==> config.mk <==
export PLATFORM = sky130hd
export DESIGN_NAME = gpio_mirror_bank
export DESIGN_NICKNAME = d
export VERILOG_FILES = /design/src/rtl/gpio_mb_pkg.sv /design/src/rtl/gpio_mb_detect.sv /design/src/rtl/gpio_mb_pin.sv /design/src/rtl/gpio_mirror_bank.sv
export SDC_FILE = /design/constraint.sdc
export NUM_CORES = 2
export LEC_CHECK = 0
export BUFFER_PORTS_ARGS = -buffer_cell sky130_fd_sc_hd__buf_4
export CORE_MARGIN = 2
export CORE_UTILIZATION = 40
export CTS_CLUSTER_SIZE = 30
export DETAILED_ROUTE_END_ITERATION = 7
export PLACE_DENSITY = 0.61
export SLEW_MARGIN = 30
export SYNTH_ARGS = -nofsm -noshare
export SYNTH_HDL_FRONTEND = slang
export SYNTH_SLANG_ARGS = --single-unit
==> constraint.sdc <==
create_clock -name clk -period 3 [get_ports clk]
set_clock_uncertainty 0.15 [all_clocks]
set_input_delay 0.3 -clock clk [delete_from_list [all_inputs] [get_ports clk]]
set_output_delay 0.3 -clock clk [all_outputs]
set_load 0.05 [all_outputs]
==> src/rtl/gpio_mb_pkg.sv <==
package gpio_mb_pkg;
  localparam int DW = 32;

  // control word bit positions
  localparam int B_DIR   = 0;
  localparam int B_OD    = 1;
  localparam int B_PULL  = 2;   // 2 bits
  localparam int B_PWR   = 4;   // 2 bits
  localparam int B_PDIS  = 6;
  localparam int B_OSEL  = 7;
  localparam int B_DET   = 8;   // 3 bits
  localparam int B_LVL   = 16;
  localparam int B_INV   = 24;

  localparam logic [1:0] PWR_OFF = 2'b11;

  typedef enum logic [2:0] {
    DET_OFF  = 3'd0,
    DET_HIGH = 3'd1,
    DET_LOW  = 3'd2,
    DET_RISE = 3'd3,
    DET_FALL = 3'd4,
    DET_BOTH = 3'd5
  } det_mode_e;

  typedef enum logic [1:0] {
    RGN_CTRL = 2'd0,
    RGN_AUX  = 2'd1,
    RGN_BANK = 2'd2,
    RGN_NONE = 2'd3
  } region_e;

  typedef struct packed {
    logic [2:0] det;
    logic       osel;
    logic       pdis;
    logic [1:0] pwr;
    logic [1:0] pull;
    logic       od;
    logic       dir;
  } pin_cfg_t;

  function automatic pin_cfg_t unpack_cfg(logic [DW-1:0] w);
    pin_cfg_t c;
    c.dir  = w[B_DIR];
    c.od   = w[B_OD];
    c.pull = w[B_PULL+:2];
    c.pwr  = w[B_PWR+:2];
    c.pdis = w[B_PDIS];
    c.osel = w[B_OSEL];
    c.det  = w[B_DET+:3];
    return c;
  endfunction

  function automatic logic [DW-1:0] pack_cfg(pin_cfg_t c, logic lvl, logic inv);
    logic [DW-1:0] w;
    w = '0;
    w[B_DIR]    = c.dir;
    w[B_OD]     = c.od;
    w[B_PULL+:2] = c.pull;
    w[B_PWR+:2]  = c.pwr;
    w[B_PDIS]   = c.pdis;
    w[B_OSEL]   = c.osel;
    w[B_DET+:3] = c.det;
    w[B_LVL]    = lvl;
    w[B_INV]    = inv;
    return w;
  endfunction
endpackage

==> src/rtl/gpio_mb_detect.sv <==
module gpio_mb_detect
  import gpio_mb_pkg::*;
#(
  parameter int SYNC_STAGES = 2
) (
  input  logic       clk,
  input  logic       rst,
  input  logic       pad_in,
  input  logic       active,
  input  logic [2:0] mode,
  output logic       in_sync,
  output logic       hit
);
  localparam int SN = (SYNC_STAGES < 2) ? 2 : SYNC_STAGES;

  logic [SN-1:0] sync_q;
  logic          prev_q;

  always_ff @(posedge clk) begin
    if (rst) begin
      sync_q <= '0;
      prev_q <= 1'b0;
    end else begin
      sync_q <= {sync_q[SN-2:0], pad_in};
      prev_q <= sync_q[SN-1];
    end
  end

  assign in_sync = sync_q[SN-1];

  logic raw_hit;
  always_comb begin
    case (mode)
      DET_HIGH: raw_hit = in_sync;
      DET_LOW:  raw_hit = ~in_sync;
      DET_RISE: raw_hit = in_sync & ~prev_q;
      DET_FALL: raw_hit = ~in_sync & prev_q;
      DET_BOTH: raw_hit = in_sync ^ prev_q;
      default:  raw_hit = 1'b0;
    endcase
  end

  assign hit = raw_hit & active;
endmodule

==> src/rtl/gpio_mb_pin.sv <==
module gpio_mb_pin
  import gpio_mb_pkg::*;
#(
  parameter int SYNC_STAGES = 2
) (
  input  logic          clk,
  input  logic          rst,
  input  logic          ctrl_we,
  input  logic          aux_we,
  input  logic [DW-1:0] wdata,
  input  logic          par_we,
  input  logic          par_bit,
  input  logic          sts_clr,
  input  logic          pad_in,
  output logic [DW-1:0] ctrl_rd,
  output logic [DW-1:0] aux_rd,
  output logic          lvl,
  output logic          in_eff,
  output logic          osel,
  output logic          pdis,
  output logic          pwr_on,
  output logic          pad_out,
  output logic          pad_oe,
  output logic          pad_od,
  output logic [1:0]    pad_pull,
  output logic          sts
);
  pin_cfg_t      cfg_q;
  pin_cfg_t      cfg_nx;
  logic          lvl_q;
  logic [DW-1:0] aux_q;
  logic          in_sync;
  logic          det_hit;

  assign cfg_nx = unpack_cfg(wdata);

  // single output flop, two write views
  always_ff @(posedge clk) begin
    if (rst) begin
      cfg_q <= '0;
      lvl_q <= 1'b0;
    end else if (ctrl_we) begin
      cfg_q <= cfg_nx;
      if (!cfg_q.osel && !cfg_nx.osel) lvl_q <= wdata[B_LVL];
    end else if (par_we && cfg_q.osel) begin
      lvl_q <= par_bit;
    end
  end

  always_ff @(posedge clk) begin
    if (rst)         aux_q <= '0;
    else if (aux_we) aux_q <= wdata;
  end

  assign pwr_on = (cfg_q.pwr != PWR_OFF);
  assign in_eff = in_sync & ~cfg_q.pdis & pwr_on;

  gpio_mb_detect #(.SYNC_STAGES(SYNC_STAGES)) u_det (
    .clk     (clk),
    .rst     (rst),
    .pad_in  (pad_in),
    .active  (~cfg_q.pdis & pwr_on),
    .mode    (cfg_q.det),
    .in_sync (in_sync),
    .hit     (det_hit)
  );

  always_ff @(posedge clk) begin
    if (rst) sts <= 1'b0;
    else     sts <= (sts & ~sts_clr) | det_hit;
  end

  // registered pad side
  always_ff @(posedge clk) begin
    if (rst) begin
      pad_out  <= 1'b0;
      pad_oe   <= 1'b0;
      pad_od   <= 1'b0;
      pad_pull <= 2'b00;
    end else begin
      pad_out  <= lvl_q;
      pad_oe   <= cfg_q.dir & pwr_on & (~cfg_q.od | ~lvl_q);
      pad_od   <= cfg_q.od;
      pad_pull <= cfg_q.pull;
    end
  end

  assign ctrl_rd = pack_cfg(cfg_q, lvl_q, in_eff);
  assign aux_rd  = aux_q;
  assign lvl     = lvl_q;
  assign osel    = cfg_q.osel;
  assign pdis    = cfg_q.pdis;
endmodule

==> src/rtl/gpio_mirror_bank.sv <==
module gpio_mirror_bank
  import gpio_mb_pkg::*;
#(
  parameter int          NPINS       = 32,
  parameter int          ADDR_W      = 7,
  parameter int          SYNC_STAGES = 2,
  parameter logic [31:0] VALID_MASK  = 32'h7FFF_FFFF
) (
  input  logic                 clk,
  input  logic                 rst,
  input  logic                 wr_en,
  input  logic                 rd_en,
  input  logic [ADDR_W-1:0]    addr,
  input  logic [DW-1:0]        wdata,
  output logic [DW-1:0]        rdata,
  input  logic [NPINS-1:0]     pad_in,
  output logic [NPINS-1:0]     pad_out,
  output logic [NPINS-1:0]     pad_oe,
  output logic [NPINS-1:0]     pad_od,
  output logic [2*NPINS-1:0]   pad_pull,
  output logic [NPINS-1:0]     irq_status
);
  localparam logic [NPINS-1:0] VMASK = VALID_MASK[NPINS-1:0];
  localparam logic [1:0] BK_POUT = 2'd0;
  localparam logic [1:0] BK_PIN  = 2'd1;
  localparam logic [1:0] BK_STS  = 2'd2;

  region_e    rgn;
  logic [4:0] idx;
  logic [1:0] bk_sel;
  assign rgn    = region_e'(addr[6:5]);
  assign idx    = addr[4:0];
  assign bk_sel = addr[1:0];

  logic par_we;
  logic sts_we;
  assign par_we = wr_en && (rgn == RGN_BANK) && (bk_sel == BK_POUT);
  assign sts_we = wr_en && (rgn == RGN_BANK) && (bk_sel == BK_STS);

  logic [DW-1:0]    ctrl_rd [NPINS];
  logic [DW-1:0]    aux_rd  [NPINS];
  logic [NPINS-1:0] lvl_v, in_v, osel_v, dis_v, pwr_on_v;

  for (genvar i = 0; i < NPINS; i++) begin : g_pin
    if (VMASK[i]) begin : g_on
      gpio_mb_pin #(.SYNC_STAGES(SYNC_STAGES)) u_pin (
        .clk      (clk),
        .rst      (rst),
        .ctrl_we  (wr_en && (rgn == RGN_CTRL) && (idx == 5'(i))),
        .aux_we   (wr_en && (rgn == RGN_AUX) && (idx == 5'(i))),
        .wdata    (wdata),
        .par_we   (par_we),
        .par_bit  (wdata[i]),
        .sts_clr  (sts_we && wdata[i]),
        .pad_in   (pad_in[i]),
        .ctrl_rd  (ctrl_rd[i]),
        .aux_rd   (aux_rd[i]),
        .lvl      (lvl_v[i]),
        .in_eff   (in_v[i]),
        .osel     (osel_v[i]),
        .pdis     (dis_v[i]),
        .pwr_on   (pwr_on_v[i]),
        .pad_out  (pad_out[i]),
        .pad_oe   (pad_oe[i]),
        .pad_od   (pad_od[i]),
        .pad_pull (pad_pull[2*i+:2]),
        .sts      (irq_status[i])
      );
    end else begin : g_off
      logic unused_pad;
      assign unused_pad       = pad_in[i];
      assign ctrl_rd[i]       = '0;
      assign aux_rd[i]        = '0;
      assign lvl_v[i]         = 1'b0;
      assign in_v[i]          = 1'b0;
      assign osel_v[i]        = 1'b0;
      assign dis_v[i]         = 1'b0;
      assign pwr_on_v[i]      = 1'b0;
      assign pad_out[i]       = 1'b0;
      assign pad_oe[i]        = 1'b0;
      assign pad_od[i]        = 1'b0;
      assign pad_pull[2*i+:2] = 2'b00;
      assign irq_status[i]    = 1'b0;
    end
  end

  logic [DW-1:0] rd_mux;
  always_comb begin
    rd_mux = '0;
    case (rgn)
      RGN_CTRL: if (32'(idx) < NPINS) rd_mux = ctrl_rd[idx];
      RGN_AUX:  if (32'(idx) < NPINS) rd_mux = aux_rd[idx];
      RGN_BANK: begin
        case (bk_sel)
          BK_POUT: rd_mux[NPINS-1:0] = lvl_v;
          BK_PIN:  rd_mux[NPINS-1:0] = in_v;
          BK_STS:  rd_mux[NPINS-1:0] = irq_status;
          default: rd_mux = '0;
        endcase
      end
      default: rd_mux = '0;
    endcase
  end

  always_ff @(posedge clk) begin
    if (rst)        rdata <= '0;
    else if (rd_en) rdata <= rd_mux;
  end

  logic unused_misc;
  assign unused_misc = ^{addr[ADDR_W-1:5], addr[4:2], osel_v, dis_v, pwr_on_v};
endmodule

; ---- After elaboration in Yosys (flattened, before gate mapping)
; Cells that the tools add are included.
[totals]
n_memories = 0
rom_bits = 0
regBits = 1675
ram_bits = 0
latchBits = 0
[op_classes]
bitwise_logic = 559
n_addsub = 0
reduce_logical = 257
mul = 0
n_mux = 132
n_eq_ne = 251
div_mod_pow = 0
n_shift = 0
n_lt_le_gt_ge = 1
[op_table]
columns = op, n
row1 = binary-select mux 32 bit (select 5 bit), 2
row2 = bitwise AND 1 bit, 279
row3 = == test 3 x 2 -> 1 bit (second input constant), 62
row4 = == test 3 bit (second input constant), 62
row5 = NOT 1 bit, 186
row6 = logical AND 1 bit, 160
row7 = one-hot mux 1 bit (5 select lines), 31
row8 = two-way mux 32 bit, 4
row9 = inequality test 2 bit (second input constant), 62
row10 = one-hot mux 32 bit (3 select lines), 1
row11 = == test 3 x 1 -> 1 bit (second input constant), 31
row12 = two-way mux 1 bit, 93
row13 = one-hot mux 31 bit (3 select lines), 1
row14 = == test 5 bit (second input constant), 15
row15 = OR 1 bit, 62
row16 = AND reduction 2 bit, 31
row17 = nonzero test 2 bit, 31
row18 = == test 5 x 4 -> 1 bit (second input constant), 8
row19 = zero test 1 bit, 32
row20 = bitwise XOR 1 bit, 31
row21 = == test 5 x 3 -> 1 bit (second input constant), 4
row22 = == test 5 x 2 -> 1 bit (second input constant), 2
row23 = greater-or-equal comparator 6 bit (second input constant), 1
row24 = NOT 5 -> 6 bit, 1
row25 = other kinds (5), 8

; ---- Depth between registers and ports, before layout
[depth]
depth_word = 7
mapped_depth = 11
ltp_nobuf = 8

; ---- Hierarchy
; From an unflattened synthesis, not the netlist that was laid out.
[hier_totals]
cells_unflattened = 8415
hier_area_um2 = 86324.0
[by_module_without_submodules]
columns = module, cells_each, area_each_um2, n_inst
row1 = gpio_mb_pin, 192, 2013.2, 31
row2 = gpio_mirror_bank, 1936, 18911.9, 1
row3 = gpio_mb_detect, 17, 161.4, 31

; ---- Worst setup path before layout
; OpenSTA, ideal clock, no wires.
[synth_timing]
kind = input to register
from = input addr[1]
to = register rdata[0]
setup_ps = 126
arrival_ps = 2066
cell_stages = 10
setup_slack_ps = 658
path_buffers = 5
path_cell_list = buf_2 buf_4 buf_2 buf_2 buf_2 mux4_2 a211oi_1 o21ai_0 o211ai_1 nand3_1
[synth_between]
elab_chain_len = 5
elab_cells_between_ends = 12
[synth_rtl]
columns = element, line_no
row1 = start: declaration, gpio_mirror_bank.sv:13  ; input logic [ADDR_W-1:0] addr,
row2 = NOT 5 -> 6 bit (implied by the code), "gpio_mirror_bank.sv:91, gpio_mirror_bank.sv:92"
row3 = "binary-select mux 32 bit (select 5 bit), on equally long branches", "gpio_mirror_bank.sv:92, gpio_mirror_bank.sv:91"
row4 = "two-way mux 32 bit, on equally long branches (2 in a row)", "gpio_mirror_bank.sv:92, gpio_mirror_bank.sv:91"
row5 = one-hot mux 32 bit (3 select lines) (*), gpio_mirror_bank.sv:90  ; case (rgn)
row6 = end signal: assignment, gpio_mirror_bank.sv:107  ; else if (rd_en) rdata <= rd_mux;
row7 = end: declaration, gpio_mirror_bank.sv:15  ; output logic [DW-1:0] rdata,
; Every way passes the cells marked *; elsewhere a longest branch is shown, timed or not. The select of a mux whose other input is x is not followed.
; A chain may end at the register's enable or synchronous reset.

; ---- Worst setup path after layout
[layout_timing]
from = input addr[3]
to = register rdata[24]
[layout_between]
elab_chain_len = 5
elab_cells_between_ends = 8
[layout_rtl]
columns = element, line_no
row1 = NOT 5 -> 6 bit (implied by the code) (*), "gpio_mirror_bank.sv:91, gpio_mirror_bank.sv:92"
row2 = "binary-select mux 32 bit (select 5 bit), on equally long branches", "gpio_mirror_bank.sv:92, gpio_mirror_bank.sv:91"
row3 = "two-way mux 32 bit, on equally long branches (2 in a row)", "gpio_mirror_bank.sv:92, gpio_mirror_bank.sv:91"
row4 = one-hot mux 32 bit (3 select lines) (*), gpio_mirror_bank.sv:90
; Marks and branches as above.

==> flow_summary_export.csv <==
group,metric,value,unit
global_routing,grt_start_max_net_pins,172,
worst_setup_path,reg2reg_to,"rdata[24]",
timing,setup_tns,0,ns
routing,detail-route-antenna-nets,0,
yosys,syn_area,73300,um^2
routing,drt_wl_total,292000,um
timing,rsz0062_at_grt,"no",
timing,tightest_slew,1.15,ns
min_path,hp-start,"pad_in[28]",
clock_tree,cts_max_path_buffers,3,
yosys,syn-instance-count,8652,
worst_setup_path,r2r-start,"g_pin[5].g_on.u_pin.ctrl_rd[4]",
timing,min_period_over_period,95.6,%
cells_and_area,final_util,46.8,%
yosys,syn_avg_cell_area,8.48,um^2
placement,port_buffers,291,
min_path,hold-path-cell-count,3,
timing,drv_slew,0,
worst_setup_path,critical_path_class,"in2reg",
placement,place_congestion,0.963,
worst_setup_path,required,3.54,ns
floorplanning,coreArea,183000,um^2
floorplanning,fp.dieH,432,um
worst_setup_path,critPathMaxFanout,22,
global_routing,grt_usage,30.3,%
timing,timing.final.hold_violations,0,
routing,firstDrtPassIters,6,
global_routing,grt_antenna_before_repair,9,
cells_and_area,drive_gt1_share,15.3,%
timing,relSlewSlack,22.2,%
placement,dp_hpwl,187000,um
yosys,synth_cell_type_count,77,
routing,vias,66000,
cells_and_area,syn_to_final_growth,16.4,%
clock_tree,tritoncts.num_buffers,174,
clock_tree,ctsHtreeMaxLevel,4,
yosys,seq_area_frac_synth,45.7,%
floorplanning,die_w,432,um
worst_setup_path,end_kind,"register",
yosys,synthFlopType,"dfxtp_1",
routing,wl_per_cell,26.0,um
yosys,synthTopCellsByArea,"dfxtp_1 (46%), nand2_1 (13%), a21oi_1 (9.3%), mux4_2 (7.3%), mux2i_1 (4.5%)",
yosys,synth_edf_count,0,
routing,vias_per_cell,5.88,
global_routing,grt_pass1_vias,61500,
timing,setup_violations,0,
yosys,synth_top_cell_by_area,"dfxtp_1",
pwr,power,48.3,mW
job,maxCapViolations,0,
pwr,leakage,30.1,nW
floorplanning,io_pins,299,
timing,fmax,0.349,GHz
yosys,ys_async_sr_fraction,0,%
min_path,min_path_type,"in2reg",
status,status,"complete, no violations",
clock_tree,path_clk_slew,0.06,ns
worst_setup_path,reg2regPathDepth,7,
worst_setup_path,cp.arrival,3.41,ns
cells_and_area,multi_input_area,35100,um^2
routing,drtIter0Drc,8243,
clock_tree,ctsRootBufferMaster,"clkbuf_16",
cells_and_area,fillers,17200,
timing,holdWs,0.0527,ns
worst_setup_path,start_kind,"input pin",
worst_setup_path,reg2reg_slack,0.23,ns
yosys,yosysWarnings,0,
timing,fin_crit,2.87,ns
min_path,whs_endpoint,"g_pin[28].g_on.u_pin.u_det.sync_q[0]",
clock_tree,clk_latency,0.86,ns
floorplanning,die_area,187000,um^2
pwr,vdd_drop_max,0.000578,V
global_routing,gr-total-overflow,0,
floorplanning,initial_utilization,40.1,%
clock_tree,cts_tree,"built",
pwr,powerDensity,566,nW/um^2
yosys,yosysTopAreaCellShare,45.7,%
clock_tree,clock_sinks,1675,
yosys,synth-seq-cells,1675,
routing,drc,0,
cells_and_area,final_nets,8829,
global_routing,grt_pass1_wl,421000,um
floorplanning,rows,157,
cells_and_area,regArea,33500,um^2
## synth_stat cells, drive strengths merged (40+ instances only)
library cell / instances
inv: 117
nor2: 300
nor2b: 210
clkbuf: 544
ha: 62
a22oi: 54
buf: 383
mux4: 256
mux2: 62
nand2: 2579
dfxtp: 1675
mux2i: 328
nand3: 125
nand2b: 40
a221oi: 73
a21oi: 1363
nor3: 40
o21ai: 98
## final cells by class
| class | instances | area share [%] |
|---|---|---|
| inverter | 117 | 0.514 |
| tap | 2385 | 3.49 |
| sequential | 1675 | 39.3 |
| clock buffer | 253 | 5.94 |
| timing repair buffer | 786 | 8.50 |
| clock inverter | 66 | 1.13 |
| antenna | 5 | 0.0146 |
| multi-input combinational | 5938 | 41.1 |
## flip-flops by register name (all words and copies together) (netlist names)
| name | flops |
|---|---|
| g_pin.g_on.u_pin.sts | 31 |
| g_pin.g_on.u_pin.pad_oe | 31 |
| g_pin.g_on.u_pin.ctrl_rd | 279 |
| g_pin.g_on.u_pin.u_det.prev_q | 31 |
| g_pin.g_on.u_pin.pad_od | 31 |
| g_pin.g_on.u_pin.pad_pull | 62 |
| g_pin.g_on.u_pin.pdis | 31 |
| g_pin.g_on.u_pin.lvl | 31 |
| g_pin.g_on.u_pin.aux_rd | 992 |
| g_pin.g_on.u_pin.u_det.sync_q | 62 |
| rdata | 32 |
| g_pin.g_on.u_pin.osel | 31 |
| g_pin.g_on.u_pin.pad_out | 31 |
## logic make-up (layout without fill, tap and decap cells)
logic type,Yosys count,in the layout,synth area share (%)
simple gates,3369,3369,18.8
compound gates,1855,1855,14.4
flops,1675,1675,45.7
buf+inv,1044,1222,6.69
mux,646,646,13.4
fa+ha+maj,62,62,1.06
other cells,1,11,0.00511
## per-stage QoR
stage	setup WS (ns)	cells	area [um^2]
after global routing	0.227	11200	85400
after detailed placement	-0.118	10800	78600
after CTS	0.403	11200	85400
final	0.132	11200	85400
after global placement	-0.110	10800	78600
after floorplan	0.658	8657	73400
## cells in the final DEF (no fill, tap or decap), types with 15 or more instances in the layout
| cell | netlist | routed |
|---|---|---|
| a211oi_1 | 18 | 18 |
| a21oi_1 | 1363 | 1363 |
| a221oi_1 | 69 | 69 |
| a22o_1 | 23 | 23 |
| a22oi_1 | 54 | 54 |
| a31oi_1 | 31 | 31 |
| a32oi_1 | 19 | 19 |
| buf_12 | 2 | 91 |
| buf_4 | 160 | 611 |
| clkbuf_1 | 544 | 38 |
| clkbuf_16 | 0 | 175 |
| clkbuf_8 | 0 | 40 |
| clkinv_2 | 0 | 31 |
| dfxtp_1 | 1675 | 1675 |
| dlygate4sd3_1 | 0 | 80 |
| ha_1 | 62 | 62 |
| inv_1 | 116 | 115 |
| mux2_2 | 62 | 62 |
| mux2i_1 | 328 | 328 |
| mux4_1 | 18 | 18 |
| mux4_2 | 238 | 238 |
| nand2_1 | 2579 | 2579 |
| nand2b_1 | 40 | 40 |
| nand3_1 | 124 | 123 |
| nand3b_1 | 15 | 15 |
| nor2_1 | 298 | 268 |
| nor2_2 | 2 | 17 |
| nor2_4 | 0 | 15 |
| nor2b_1 | 210 | 204 |
| nor3_1 | 37 | 37 |
| o211ai_1 | 33 | 33 |
| o21ai_0 | 94 | 93 |
| o221ai_1 | 18 | 18 |
| o22ai_1 | 22 | 22 |
| o31ai_1 | 16 | 16 |
## what timing repair did
item,4_1_cts,5_1_grt
gates resized for setup,0,0
setup buffers,0,0
hold endpoints to repair,1211,0
hold buffers,80,0
## report_power, final
| part | internal, mW | switching [mW] |
|---|---|---|
| registers | 22.4 | 0.128 |
| logic | 0.907 | 2.21 |
| clock network | 13.0 | 9.74 |
| total | 36.3 | 12.1 |
## worst max-delay path by stage
stage               startpoint  depth (start not counted)        end
floorplan              addr[1]                         10   rdata[0]
global placement       addr[0]                         10  rdata[27]
detailed placement     addr[0]                         10  rdata[27]
CTS                    addr[3]                         10  rdata[27]
global route           addr[3]                         10  rdata[24]
finish                 addr[3]                         10  rdata[24]
## critical path, stage by stage
cell and delay, ns:
dlygate4sd3_1 0.55, buf_6 0.21, buf_4 0.27, nand3b_1 0.26, buf_4 0.19, a311oi_1 0.31, a311oi_1 0.12, buf_4 0.17
a31oi_1 0.79, a311oi_1 0.20
## layer usage
metal	vias to the layer above	part of all wire [%]	GRT usage, %
met2	3956	44	46.1
li1	29200	-	-
met5	-	0.0038	0
met1	31900	38	39.1
met4	2	7.7	20.2
met3	898	10	5.64
Power figures use the tool's default switching activity.
